--- config.mk ---
export PLATFORM = sky130hd
export DESIGN_NAME = cyc_curr_limiter
export DESIGN_NICKNAME = d
export VERILOG_FILES = /design/src/rtl/clim_pkg.sv /design/src/rtl/clim_datapath.sv /design/src/rtl/clim_control.sv /design/src/rtl/cyc_curr_limiter.sv
export SDC_FILE = /design/constraint.sdc
export NUM_CORES = 1
export LEC_CHECK = 0
export ABC_AREA = 1
export BUFFER_PORTS_ARGS = -buffer_cell sky130_fd_sc_hd__buf_2
export CORE_ASPECT_RATIO = 0.6
export CORE_MARGIN = 8
export CORE_UTILIZATION = 45
export DETAILED_ROUTE_END_ITERATION = 10
export PLACE_DENSITY_LB_ADDON = 0.3
export SKIP_LAST_GASP = 1
export SLEW_MARGIN = 20
export SYNTH_ARGS = -nofsm -noshare
export SYNTH_HDL_FRONTEND = slang
export SYNTH_SLANG_ARGS = --single-unit
--- constraint.sdc ---
create_clock -name clk -period 3.6 [get_ports clk]
set_clock_uncertainty 0.05 [all_clocks]
set_input_delay 0.36 -clock clk [delete_from_list [all_inputs] [get_ports clk]]
set_output_delay 0.36 -clock clk [all_outputs]
set_load 0.01 [all_outputs]
--- src/rtl/clim_pkg.sv ---
package clim_pkg;

  // strobes driven by the control path toward the datapath
  typedef struct packed {
    logic pulseOn;      // gate is currently driven on
    logic loadInhibit;  // start the restart lockout at this edge
  } ctlStrobe_t;

endpackage

--- src/rtl/clim_datapath.sv ---
module clim_datapath
  import clim_pkg::*;
#(
  parameter int BLANK_CYCLES   = 60,
  parameter int INHIBIT_CYCLES = 320000
) (
  input  logic       clk,
  input  logic       rstN,
  input  ctlStrobe_t strobe,
  input  logic       limitCmp,
  input  logic       clampCmp,
  output logic       limitHit,
  output logic       clampHit,
  output logic       inhibitOn
);

  localparam int BLANK_W = $clog2(BLANK_CYCLES + 1);
  localparam int INH_W   = $clog2(INHIBIT_CYCLES + 1);
  localparam logic [BLANK_W-1:0] BLANK_END = BLANK_W'(BLANK_CYCLES);
  localparam logic [INH_W-1:0]   INH_LOAD  = INH_W'(INHIBIT_CYCLES);

  logic [BLANK_W-1:0] blankCnt;
  logic [INH_W-1:0]   inhibitCnt;
  logic               monitorOn;

  // counts on-time cycles, saturating at the end of blanking
  always_ff @(posedge clk or negedge rstN) begin
    if (!rstN)
      blankCnt <= '0;
    else if (!strobe.pulseOn)
      blankCnt <= '0;
    else if (blankCnt != BLANK_END)
      blankCnt <= blankCnt + 1'b1;
  end

  // restart lockout down-counter
  always_ff @(posedge clk or negedge rstN) begin
    if (!rstN)
      inhibitCnt <= '0;
    else if (strobe.loadInhibit)
      inhibitCnt <= INH_LOAD;
    else if (inhibitCnt != '0)
      inhibitCnt <= inhibitCnt - 1'b1;
  end

  always_comb begin
    monitorOn = strobe.pulseOn && (blankCnt == BLANK_END);
    limitHit  = monitorOn && limitCmp;
    clampHit  = monitorOn && clampCmp;
    inhibitOn = (inhibitCnt != '0);
  end

endmodule

--- src/rtl/clim_control.sv ---
module clim_control
  import clim_pkg::*;
(
  input  logic       clk,
  input  logic       rstN,
  input  logic       gateReq,
  input  logic       limitHit,
  input  logic       clampHit,
  input  logic       inhibitOn,
  output ctlStrobe_t strobe,
  output logic       limitFlag
);

  logic pulseQ;
  logic killQ;
  logic limitQ;
  logic tripAny;
  logic limitOnly;

  always_comb begin
    tripAny   = limitHit || clampHit;
    limitOnly = limitHit && !clampHit;   // clamp has priority
  end

  always_ff @(posedge clk or negedge rstN) begin
    if (!rstN) begin
      pulseQ <= 1'b0;
      killQ  <= 1'b0;
      limitQ <= 1'b0;
    end else begin
      pulseQ <= gateReq && !killQ && !inhibitOn && !tripAny;
      // blocks the rest of the current request after a trip or lockout
      if (tripAny || (inhibitOn && gateReq))
        killQ <= 1'b1;
      else if (!gateReq)
        killQ <= 1'b0;
      if (limitOnly)
        limitQ <= 1'b1;
      else if (!gateReq)
        limitQ <= 1'b0;
    end
  end

  always_comb begin
    strobe.pulseOn     = pulseQ;
    strobe.loadInhibit = clampHit;
    limitFlag          = limitQ;
  end

endmodule

--- src/rtl/cyc_curr_limiter.sv ---
module cyc_curr_limiter
  import clim_pkg::*;
#(
  parameter int BLANK_CYCLES   = 60,
  parameter int INHIBIT_CYCLES = 320000
) (
  input  logic clk,
  input  logic rstN,
  input  logic gateReq,
  input  logic limitCmp,
  input  logic clampCmp,
  output logic gateOut,
  output logic limitFlag,
  output logic inhibitFlag
);

  ctlStrobe_t strobe;
  logic       limitHit;
  logic       clampHit;
  logic       inhibitOn;

  clim_control ctl_i (
    .clk       (clk),
    .rstN      (rstN),
    .gateReq   (gateReq),
    .limitHit  (limitHit),
    .clampHit  (clampHit),
    .inhibitOn (inhibitOn),
    .strobe    (strobe),
    .limitFlag (limitFlag)
  );

  clim_datapath #(
    .BLANK_CYCLES   (BLANK_CYCLES),
    .INHIBIT_CYCLES (INHIBIT_CYCLES)
  ) dp_i (
    .clk       (clk),
    .rstN      (rstN),
    .strobe    (strobe),
    .limitCmp  (limitCmp),
    .clampCmp  (clampCmp),
    .limitHit  (limitHit),
    .clampHit  (clampHit),
    .inhibitOn (inhibitOn)
  );

  assign gateOut     = strobe.pulseOn;
  assign inhibitFlag = inhibitOn;

endmodule

==> flow_metrics.py <==
metrics = {
    "outcome": {
        "run_status": "completed",
    },
    "timing": {
        "hold_violations": 0,
        "min_period_ps": 2270,
        "tightest_slew_ps": 620,
        "slew_headroom_pct": 58.7,
        "setup_tns_ps": 0,
        "setup_viol": 0,
        "max_freq_ghz": 0.441,
        "period_share_pct": 63.0,
        "grt_setup_unrepaired": "no",
        "fin_hold_ws_ps": 29.1,
        "drv_slew": 0,
    },
    "final_layout": {
        "n_antenna_cell": 0,
        "fillerInstances": 336,
        "mostFrequentLayoutCells": "nand2_1 (38), nor2_1 (28), dfrtp_1 (28)",
        "final_cells": 251,
        "syn_to_final_growth_pct": 7.82,
        "layout.nets": 215,
        "final_common_cell": "nand2_1",
        "layout-drive-gt1-share_pct": 16.0,
    },
    "critical_path": {
        "regToRegEndpoint": "dp_i.inhibitCnt[0]$_DFFE_PN0P_",
        "critPathLaunch": "dp_i.inhibitCnt[0]$_DFFE_PN0P_",
        "end_kind": "output port",
        "r2r_start": "dp_i.inhibitCnt[0]$_DFFE_PN0P_",
        "crit_arrival_ps": 1860,
        "crit_type": "flop to output port",
        "r2r_setup_slack_ps": 1720,
        "crit_required_ps": 3190,
        "start_kind": "flop",
        "crit_path_end": "inhibitFlag",
        "r2r_cells": 8,
        "crit_fanout": 15,
    },
    "place": {
        "gp_congestion": 0.826,
        "dp_hpwl_mm": 2.47,
        "portBuffers": 7,
        "placed_cells_incl_taps": 247,
    },
    "die": {
        "rows": 16,
        "start_util_pct": 48.0,
        "fp.dieArea_mm2": 0.00574,
        "core_area_mm2": 0.00330,
        "die_h_um": 62.0,
        "die_w_um": 92.6,
        "io_pins": 8,
    },
    "routing": {
        "drc_errors": 0,
        "first_pass_iters": 4,
        "via_count": 1279,
        "ant_nets": 0,
        "wl_mm": 3.25,
        "viasPerCell": 5.10,
        "drtIter0Drc": 86,
        "wire_per_inst_um": 13.0,
    },
    "global_route": {
        "grt_antenna_before_repair": 0,
        "grt_overflow": 0,
        "grt_start_max_net_pins": 29,
        "grt_first_pass_wirelength_mm": 5.42,
        "first_global_vias": 1066,
        "grt.total_usage_pct": 12.3,
    },
    "synth": {
        "synth-seq-cells": 28,
        "synth_cell_types": 29,
        "synth.avg_cell_area_um2": 8.04,
        "synth.area.top_cells": "dfrtp_1 (44%), nand2_1 (9.0%), nor2_1 (6.6%), inv_1 (5.5%), nand3_1 (4.7%)",
        "synth.largest_area_cell": "dfrtp_1",
        "synthCells": 197,
        "yosysSeqAreaShare_pct": 44.2,
        "synth_warnings": 0,
        "synth_area_mm2": 0.00158,
        "synth_nets": 205,
        "synth_top_area_share_pct": 44.2,
    },
    "clock_network": {
        "cts-resized-gates": 0,
        "cts_buffers": 3,
        "clkSinkCount": 28,
        "htreeDepth": 1,
        "clockBufferDepth": 2,
        "post-cts-setup-buffers": 0,
        "cts_tree": "done",
        "postCtsHoldBufs": 0,
        "clock_latency_ps": 280,
        "cts.clk_slew.worst_paths_ps": 90,
        "root_buffer": "clkbuf_8",
    },
    "worst_hold_path": {
        "hold_path_class": "primary input to async pin",
    },
    "pwr": {
        "peakVddDrop_v": 0.000179,
        "p_per_area_mw_per_mm2": 312,
        "leakage_nw": 0.780,
    },
    "run": {
        "drv_cap": 0,
    },
}
==> registers in the layout, summed over array words and instances (netlist names) <==
register         flops
dp_i.blankCnt        6
ctl_i.pulseQ         1
dp_i.inhibitCnt     19
ctl_i.limitFlag      1
ctl_i.killQ          1
==> cell families (layout without fill, tap and decap cells) <==
kind of cell             Yosys count  after routing  share of synthesized area [%]
AO/OA/AOI/OAI                     22             22                           7.98
XOR/XNOR                           2              2                           1.11
adder cells (fa/ha/maj)            3              3                           2.37
buffers and inverters             28             37                           7.90
flip-flops                        28             28                           44.2
AND/OR/NAND/NOR                  114            114                           36.4
==> power by group <==
part	total (W)	internal (W)	switching (W)
clock	0.000199	0.0000983	0.000101
combinational	0.0000152	0.00000379	0.0000114
sequential	0.000318	0.000316	0.00000178
total	0.000532	0.000418	0.000114
==> Yosys cell counts <==
cell	number
a21o_1	1
nand3b_1	2
inv_1	23
and2_1	1
nand3_1	15
xor2_1	1
nand2_1	38
nand3_2	1
nand4_1	10
nor2_4	3
buf_6	2
inv_4	2
a31oi_1	3
o21ai_0	14
nor2_8	1
nor3_2	1
o211ai_1	1
inv_2	1
ha_1	3
nor2_2	4
nor2_1	28
a21oi_1	2
o211ai_2	1
or2_2	5
nand3_4	1
nand2_2	2
nor3_1	2
xnor2_1	1
dfrtp_1	28
==> worst max-delay path: stages (launching register included) <==
cell and delay, ps:
dfrtp_1 410, inv_1 140, ha_1 220, nand2_1 90, nor2_2 240, nand3_4 250
buf_2 220
==> worst min path at each step <==
stage          start                            to  slack [ps]  cells past startpoint
3_5_place_dp    rstN  dp_i.blankCnt[0]$_DFFE_PN0P_         370                      1
3_3_place_gp    rstN  dp_i.blankCnt[0]$_DFFE_PN0P_         370                      1
2_1_floorplan   rstN       ctl_i.killQ$_DFFE_PN0P_          10                      0
5_1_grt         rstN  dp_i.blankCnt[0]$_DFFE_PN0P_          90                      1
6_report        rstN  dp_i.blankCnt[0]$_DFFE_PN0P_          30                      1
4_1_cts         rstN  dp_i.blankCnt[5]$_DFFE_PN0P_          60                      1
==> per-stage QoR <==
stage	setup WS, ps	cell area (um2)	util, %	total power [W]
floorplan	1910	1580	-	0.000329
global placement	1710	1650	50.0	0.000340
detailed placement	1670	1650	50.0	0.000340
CTS	1340	1710	51.7	0.000542
global route	1190	1710	51.7	0.000553
finish	1330	1710	51.7	0.000532
==> final cells by class <==
| cell class | count | area [um2] | share of cell area (%) |
|---|---|---|---|
| Inverter | 26 | 103 | 6.01 |
| Sequential cell | 28 | 701 | 41.0 |
| Tap cell | 45 | 56.3 | 3.30 |
| Multi-Input combinational cell | 141 | 758 | 44.4 |
| Timing Repair Buffer | 7 | 35.0 | 2.05 |
| Clock buffer | 4 | 55.1 | 3.22 |
==> layer usage <==
layer / part of all wire [%] / wire (um) / up-vias / global-route usage [%]
met5: 0 / 0 / - / 0
met4: 0.77 / 25 / 0 / 2.95
met2: 36 / 1180 / 23 / 15.3
met1: 59 / 1910 / 593 / 19.0
li1: - / - / 660 / -
met3: 4.5 / 146 / 3 / 4.08
Power figures use the tool's default switching activity.
